===== src/rtl/pp_neg_pkg.sv =====
package pp_neg_pkg;

    typedef enum logic [1:0] {
        RES_OK      = 2'd0,
        RES_TIMEOUT = 2'd1,
        RES_IOERR   = 2'd2,
        RES_NOSUPP  = 2'd3
    } neg_res_e;

    typedef enum logic [2:0] {
        ST_IDLE,
        ST_N_SETUP,
        ST_N_EV2,
        ST_N_EV3,
        ST_N_EV6,
        ST_T_EV23,
        ST_T_EV27
    } neg_state_e;

    // host-driven control lines (all active low on the wire)
    typedef struct packed {
        logic selin_n;
        logic afd_n;
        logic stb_n;
        logic init_n;
    } host_pins_t;

    // peripheral status lines after synchronization
    typedef struct packed {
        logic ack_n;
        logic busy;
        logic perror;
        logic select;
        logic fault_n;
    } periph_stat_t;

    localparam int STAT_W = $bits(periph_stat_t);
    localparam logic [STAT_W-1:0] STAT_RST = 5'b1_0_0_0_1;

    localparam host_pins_t PINS_IDLE = '{selin_n: 1'b0, afd_n: 1'b1, stb_n: 1'b1, init_n: 1'b1};
    localparam host_pins_t PINS_REQ  = '{selin_n: 1'b1, afd_n: 1'b0, stb_n: 1'b1, init_n: 1'b1};
    localparam host_pins_t PINS_LTCH = '{selin_n: 1'b1, afd_n: 1'b0, stb_n: 1'b0, init_n: 1'b1};
    localparam host_pins_t PINS_RLSE = '{selin_n: 1'b1, afd_n: 1'b1, stb_n: 1'b1, init_n: 1'b1};
    localparam host_pins_t PINS_TACK = '{selin_n: 1'b0, afd_n: 1'b0, stb_n: 1'b1, init_n: 1'b1};

    localparam logic [7:0] MODE_NIBBLE = 8'h00;

    function automatic logic neg_reply_seen(periph_stat_t s);
        return s.perror & s.select & s.fault_n & ~s.ack_n;
    endfunction

    function automatic logic term_reply_seen(periph_stat_t s);
        return s.busy & s.fault_n & ~s.ack_n;
    endfunction

    function automatic neg_res_e accept_rule(logic [7:0] mode, periph_stat_t s);
        return ((mode == MODE_NIBBLE) || s.select) ? RES_OK : RES_NOSUPP;
    endfunction

endpackage


===== src/rtl/pp_neg_sync.sv =====
module pp_neg_sync #(
    parameter int              W       = 5,
    parameter int              STAGES  = 2,
    parameter logic [W-1:0]    RST_VAL = '0
) (
    input  logic         clk,
    input  logic         rst,
    input  logic [W-1:0] din,
    output logic [W-1:0] dout
);
    logic [W-1:0] stg [STAGES];

    for (genvar g = 0; g < STAGES; g++) begin : g_stage
        if (g == 0) begin : g_first
            always_ff @(posedge clk) begin
                if (rst) stg[0] <= RST_VAL;
                else     stg[0] <= din;
            end
        end else begin : g_next
            always_ff @(posedge clk) begin
                if (rst) stg[g] <= RST_VAL;
                else     stg[g] <= stg[g-1];
            end
        end
    end

    assign dout = stg[STAGES-1];
endmodule


===== src/rtl/pp_neg_tick_timer.sv =====
module pp_neg_tick_timer #(
    parameter int CW = 3
) (
    input  logic          clk,
    input  logic          rst,
    input  logic          clr,
    input  logic          tick,
    input  logic [CW-1:0] limit,
    output logic          expire
);
    logic [CW-1:0] cnt;

    always_ff @(posedge clk) begin
        if (rst || clr)
            cnt <= '0;
        else if (tick && (cnt != {CW{1'b1}}))
            cnt <= cnt + 1'b1;
    end

    // the tick that brings the count to the limit ends the window
    assign expire = tick && (cnt == (limit - 1'b1));
endmodule


===== src/rtl/pp_negotiator.sv =====
module pp_negotiator
    import pp_neg_pkg::*;
#(
    parameter int SETUP_TICKS = 1,
    parameter int RESP_TICKS  = 6,
    parameter int SYNC_STAGES = 2
) (
    input  logic       clk,
    input  logic       rst,
    input  logic       tick,
    input  logic       neg_req,
    input  logic [7:0] neg_mode,
    input  logic       term_req,
    input  logic       periph_ack_n,
    input  logic       periph_busy,
    input  logic       periph_perror,
    input  logic       periph_select,
    input  logic       periph_fault_n,
    output logic [7:0] data_out,
    output logic       host_selin_n,
    output logic       host_afd_n,
    output logic       host_stb_n,
    output logic       host_init_n,
    output logic       ctl_busy,
    output logic       ctl_done,
    output logic [1:0] ctl_result,
    output logic       link_active
);
    localparam int LONG_TICKS = SETUP_TICKS + RESP_TICKS;
    localparam int CW         = $clog2(LONG_TICKS + 1);
    localparam logic [CW-1:0] LIM_SETUP = CW'(SETUP_TICKS);
    localparam logic [CW-1:0] LIM_RESP  = CW'(RESP_TICKS);
    localparam logic [CW-1:0] LIM_LONG  = CW'(LONG_TICKS);

    // status synchronization
    periph_stat_t stat;
    logic [STAT_W-1:0] stat_raw, stat_sync;

    assign stat_raw = {periph_ack_n, periph_busy, periph_perror, periph_select, periph_fault_n};

    pp_neg_sync #(
        .W       (STAT_W),
        .STAGES  (SYNC_STAGES),
        .RST_VAL (STAT_RST)
    ) u_sync (
        .clk  (clk),
        .rst  (rst),
        .din  (stat_raw),
        .dout (stat_sync)
    );

    assign stat = periph_stat_t'(stat_sync);

    // state
    neg_state_e st, st_n;
    host_pins_t pins, pins_n;
    logic [7:0] data_q, data_n;
    logic       done_q, done_n;
    neg_res_e   res_q, res_n;
    logic       link_q, link_n;

    logic          tmr_clr, tmr_exp;
    logic [CW-1:0] tmr_lim;

    always_comb begin
        unique case (st)
            ST_N_SETUP, ST_N_EV3: tmr_lim = LIM_SETUP;
            ST_N_EV2,  ST_T_EV27: tmr_lim = LIM_RESP;
            default:              tmr_lim = LIM_LONG;
        endcase
    end

    assign tmr_clr = (st_n != st);

    pp_neg_tick_timer #(.CW(CW)) u_timer (
        .clk    (clk),
        .rst    (rst),
        .clr    (tmr_clr),
        .tick   (tick),
        .limit  (tmr_lim),
        .expire (tmr_exp)
    );

    always_comb begin
        st_n   = st;
        pins_n = pins;
        data_n = data_q;
        done_n = done_q;
        res_n  = res_q;
        link_n = link_q;
        unique case (st)
            ST_IDLE: begin
                if (neg_req) begin
                    if (pins.selin_n) begin
                        done_n = 1'b1;
                        res_n  = RES_IOERR;
                    end else begin
                        st_n   = ST_N_SETUP;
                        done_n = 1'b0;
                        data_n = neg_mode;
                        link_n = 1'b0;
                    end
                end else if (term_req) begin
                    st_n   = ST_T_EV23;
                    done_n = 1'b0;
                    pins_n = PINS_IDLE;
                end
            end
            ST_N_SETUP: begin
                if (tmr_exp) begin
                    pins_n = PINS_REQ;
                    st_n   = ST_N_EV2;
                end
            end
            ST_N_EV2: begin
                if (neg_reply_seen(stat)) begin
                    pins_n = PINS_LTCH;
                    st_n   = ST_N_EV3;
                end else if (tmr_exp) begin
                    st_n   = ST_IDLE;
                    done_n = 1'b1;
                    res_n  = RES_TIMEOUT;
                end
            end
            ST_N_EV3: begin
                if (tmr_exp) begin
                    pins_n = PINS_RLSE;
                    st_n   = ST_N_EV6;
                end
            end
            ST_N_EV6: begin
                if (stat.ack_n) begin
                    st_n   = ST_IDLE;
                    done_n = 1'b1;
                    res_n  = accept_rule(data_q, stat);
                    link_n = (accept_rule(data_q, stat) == RES_OK);
                end else if (tmr_exp) begin
                    st_n   = ST_IDLE;
                    done_n = 1'b1;
                    res_n  = RES_IOERR;
                end
            end
            ST_T_EV23: begin
                if (term_reply_seen(stat)) begin
                    pins_n = PINS_TACK;
                    st_n   = ST_T_EV27;
                end else if (tmr_exp) begin
                    st_n   = ST_IDLE;
                    done_n = 1'b1;
                    res_n  = RES_IOERR;
                    link_n = 1'b0;
                end
            end
            ST_T_EV27: begin
                if (stat.ack_n || tmr_exp) begin
                    pins_n = PINS_IDLE;
                    st_n   = ST_IDLE;
                    done_n = 1'b1;
                    res_n  = stat.ack_n ? RES_OK : RES_IOERR;
                    link_n = 1'b0;
                end
            end
            default: st_n = ST_IDLE;
        endcase
    end

    always_ff @(posedge clk) begin
        if (rst) begin
            st     <= ST_IDLE;
            pins   <= PINS_IDLE;
            data_q <= '0;
            done_q <= 1'b0;
            res_q  <= RES_OK;
            link_q <= 1'b0;
        end else begin
            st     <= st_n;
            pins   <= pins_n;
            data_q <= data_n;
            done_q <= done_n;
            res_q  <= res_n;
            link_q <= link_n;
        end
    end

    assign data_out     = data_q;
    assign host_selin_n = pins.selin_n;
    assign host_afd_n   = pins.afd_n;
    assign host_stb_n   = pins.stb_n;
    assign host_init_n  = pins.init_n;
    assign ctl_busy     = (st != ST_IDLE);
    assign ctl_done     = done_q;
    assign ctl_result   = res_q;
    assign link_active  = link_q;
endmodule


===== config.mk =====
export PLATFORM = sky130hd
export DESIGN_NAME = pp_negotiator
export DESIGN_NICKNAME = d
export VERILOG_FILES = /design/src/rtl/pp_neg_pkg.sv /design/src/rtl/pp_neg_sync.sv /design/src/rtl/pp_neg_tick_timer.sv /design/src/rtl/pp_negotiator.sv
export SDC_FILE = /design/constraint.sdc
export NUM_CORES = 1
export LEC_CHECK = 0
export ABC_AREA = 1
export ABC_CLOCK_PERIOD_IN_PS = 2200
export BUFFER_PORTS_ARGS = -buffer_cell sky130_fd_sc_hd__buf_2
export CORE_MARGIN = 3
export CORE_UTILIZATION = 45
export DETAILED_ROUTE_END_ITERATION = 10
export GPL_ROUTABILITY_DRIVEN = 0
export GPL_TIMING_DRIVEN = 1
export PLACE_DENSITY_LB_ADDON = 0.12
export SETUP_SLACK_MARGIN = 0.4
export SLEW_MARGIN = 15
export SYNTH_ARGS = -nofsm -noshare
export SYNTH_HDL_FRONTEND = slang
export SYNTH_SLANG_ARGS = --single-unit

===== constraint.sdc =====
create_clock -name clk -period 2.2 [get_ports clk]
set_clock_uncertainty 0.15 [all_clocks]
set_input_delay 0.66 -clock clk [delete_from_list [all_inputs] [get_ports clk]]
set_output_delay 0.66 -clock clk [all_outputs]
set_load 0.1 [all_outputs]

==> impl_metrics.env <==
export IMPL_criticalPathCategory="flip-flop to output port"
export IMPL_end_kind="output port"
export IMPL_antenna_found_initial=0
export IMPL_io_pins=35
export IMPL_switching_share_pct=54.77
export IMPL_initial_core_util_pct=49.04
export IMPL_drc=0
export IMPL_clock_fmax_mhz=520.5
export IMPL_drt_iter0_drc=249
export IMPL_cp_depth=4
export IMPL_critPathMaxStageDelay_ns=0.36
export IMPL_dpl_cell_area_sq_um=1988
export IMPL_synthArstFlopShare_pct=0
export IMPL_whs_ns=0.2448
export IMPL_clkTransAtPathRegs_ns=0.06
export IMPL_critPathMaxFanout=5
export IMPL_htree_num_levels=2
export IMPL_syn_avg_cell_area_sq_um=6.616
export IMPL_p_switching_mw=1.982
export IMPL_synth_most_common_cell="nor2_1"
export IMPL_vias=1840
export IMPL_yosysWarnings=0
export IMPL_synth_net_count=281
export IMPL_tns_ns=0
export IMPL_root_buffer="clkbuf_8"
export IMPL_path_cells="buf_6 > nor2_4 > nand2_4 > buf_12"
export IMPL_synth_seq_cells=31
export IMPL_cts_buffers=5
export IMPL_cts_tree="yes"
export IMPL_fillers=310
export IMPL_routed_wl_mm=4.363
export IMPL_holdCritStartpoint="u_sync.stg[0][3]"
export IMPL_n_antenna_cell=0
export IMPL_cp_slowest_cell="dfxtp_4"
export IMPL_clk_latency_ns=0.28
export IMPL_slew_viol_final=0
export IMPL_synth_top_cell_area_share_pct=35.94
export IMPL_gr_total_overflow=0
export IMPL_setup_ws_ns=0.2788
export IMPL_yosysTopAreaCell="dfxtp_1"
export IMPL_place_ws_ns=0.2232
export IMPL_core_sq_um=3521
export IMPL_grt_pass1_vias=1549
export IMPL_die_area_sq_um=4617
export IMPL_dr_pass1_iters=4
export IMPL_cp_top_family="flip-flops"
export IMPL_portBuffers=33
export IMPL_setup_viol=0
export IMPL_rsz0062_at_grt="yes"
export IMPL_start_kind="flip-flop"
export IMPL_hold_viol=0
export IMPL_synth_edf_count=0
export IMPL_max_vdd_ir_drop_v=0.001090
export IMPL_synth_seq_area_share_pct=35.94
export IMPL_hold_depth=2
export IMPL_synth_flop_cell="dfxtp_1"
export IMPL_viasPerCell=5.169
export IMPL_syn_inst=261
export IMPL_drive_above_1_share_pct=38.71
export IMPL_area_delta_synth_final_pct=32.54
export IMPL_ant_nets=0
export IMPL_hpwl_mm=3.100
export IMPL_reg2reg_depth=12
export IMPL_pwr_share_comb_pct=64.6
export IMPL_synthTopCellsByArea="dfxtp_1, nor2_1, nand2_1, inv_1, o21ai_0"
export IMPL_period_share_pct=87.33
export IMPL_pwr_share_seq_pct=23.3
export IMPL_die_h_um=67.95
export IMPL_p_leak_nw=1.144
export IMPL_synth_area_sq_um=1727
export IMPL_required_ns=1.39
export IMPL_worst_path_buf_inv=2
export IMPL_status="finished clean"
export IMPL_cts_hold_fix_buffers=0
export IMPL_power_mw=3.619
export IMPL_hold_end="u_sync.stg[1][3]"
export IMPL_cts_sinks=31
export IMPL_synth_common_cells="nor2_1, nand2_1, inv_1"
export IMPL_yosysUniqueCellTypes=32
export IMPL_stdcell_area_sq_um=2288
export IMPL_grt_pass1_wl_mm=6.955
export IMPL_die_width_um=67.95
export IMPL_clock_path_buffers=2
export IMPL_r2r_end="u_timer.cnt[2]"
export IMPL_grt_total_usage_pct=20.10
export IMPL_hp_class="flip-flop to flip-flop"
export IMPL_min_period_ns=1.921
export IMPL_intPower_mw=1.637
export IMPL_wl_per_cell_um=12.26
export IMPL_power_density_nw_per_um2=1581
export IMPL_reg2reg_from="st[0]"
export IMPL_fp_row_count=21
export IMPL_grt_max_degree=18
export IMPL_reg2reg_setup_slack_ns=0.34
export IMPL_pwr_share_clk_pct=12.2
export IMPL_cp_arrival_ns=1.11
export IMPL_drv_cap=0
export IMPL_fin_nets=330
[worst max-delay path by stage]
stage	from	to	slack [ns]
3_5_place_dp	tick	u_timer.cnt[2]	0.22
6_report	st[0]	ctl_busy	0.28
3_3_place_gp	tick	u_timer.cnt[0]	0.23
5_1_grt	st[0]	u_timer.cnt[1]	0.18
4_1_cts	st[0]	ctl_busy	0.29
2_1_floorplan	st[0]	u_timer.cnt[0]	0.39
[repair_timing]
item | in CTS | in global routing
pin swaps | 2 | 4
buffers inserted | 6 | 2
gates cloned | 0 | 1
endpoints found under the setup margin | 24 | 15
gates resized for setup | 23 | 31
endpoints found under the hold margin | 0 | 0
[logic make-up after synthesis]
group	count (synthesis)	share of synthesized area, %
adder cells (fa/ha/maj)	2	1.449
AND/OR/NAND/NOR	142	37.68
XOR/XNOR	1	0.5073
buffers and inverters	44	10.94
flip-flops	31	35.94
other	1	0.2172
AO/OA/AOI/OAI	40	13.26
[power by group through the flow]
stage / registers, mW / clock network [mW] / logic [mW]
after floorplan: 1.55 / 0 / 0.943
after global placement: 0.838 / 0 / 2.01
after detailed placement: 0.840 / 0 / 2.01
after CTS: 0.837 / 0.453 / 2.17
after global routing: 0.866 / 0.480 / 2.49
final: 0.842 / 0.440 / 2.34
[metal layers]
layer	global-route usage, %	part of all wire (%)	vias to the layer above
met1	25.95	43	828
li1	-	-	914
met2	31.41	48	86
met5	0	0	-
met3	6.568	8.1	12
met4	6.700	1.4	0
[sequential cells by signal, indices dropped and copies added, names as in the netlist]
signal	cells
link_active	1
st	3
ctl_done	1
host_afd_n	1
data_out	8
ctl_result	2
u_timer.cnt	3
host_stb_n	1
host_selin_n	1
u_sync.stg	10
[cell usage in the layout, fill, tap and decap left out, types with 10 or more instances in the layout]
| master | n |
|---|---|
| a21oi_1 | 12 |
| nor2_1 | 57 |
| dfxtp_1 | 19 |
| buf_4 | 27 |
| nand2_1 | 38 |
| nand2_2 | 13 |
| nand3_2 | 10 |
| buf_2 | 17 |
| o21ai_0 | 17 |
| dfxtp_2 | 11 |
| inv_1 | 26 |
[layout make-up]
class                   count  area (sq um)  area share, %
inverters                  37         146.4          6.397
multi-input cells         187          1017          44.45
flip-flops and latches     31         638.1          27.88
well taps                  46         57.56          2.515
clock buffers               6         82.58          3.609
repair buffers             48         341.6          14.93
clock inverters             1         5.005         0.2187
[worst reg2reg max path, stage by stage, from the launching register on]
cell and delay (ns):
dfxtp_4 0.36, buf_6 0.13, nor2_4 0.11, nand2_4 0.07
buf_4 0.15, a21oi_1 0.14, o21ai_0 0.15, nand2_1 0.12
nor2_2 0.05, nor2_1 0.15, nor2_2 0.07, nand3_2 0.07
nor2_1 0.04
[metrics by stage]
step | cells | utilization [%]
2_1_floorplan | 261 | -
6_report | 356 | 65.00
5_1_grt | 356 | 65.00
3_3_place_gp | 340 | 56.47
3_5_place_dp | 340 | 56.47
4_1_cts | 353 | 61.94
Note: power is estimated with default switching activity, not from simulation.
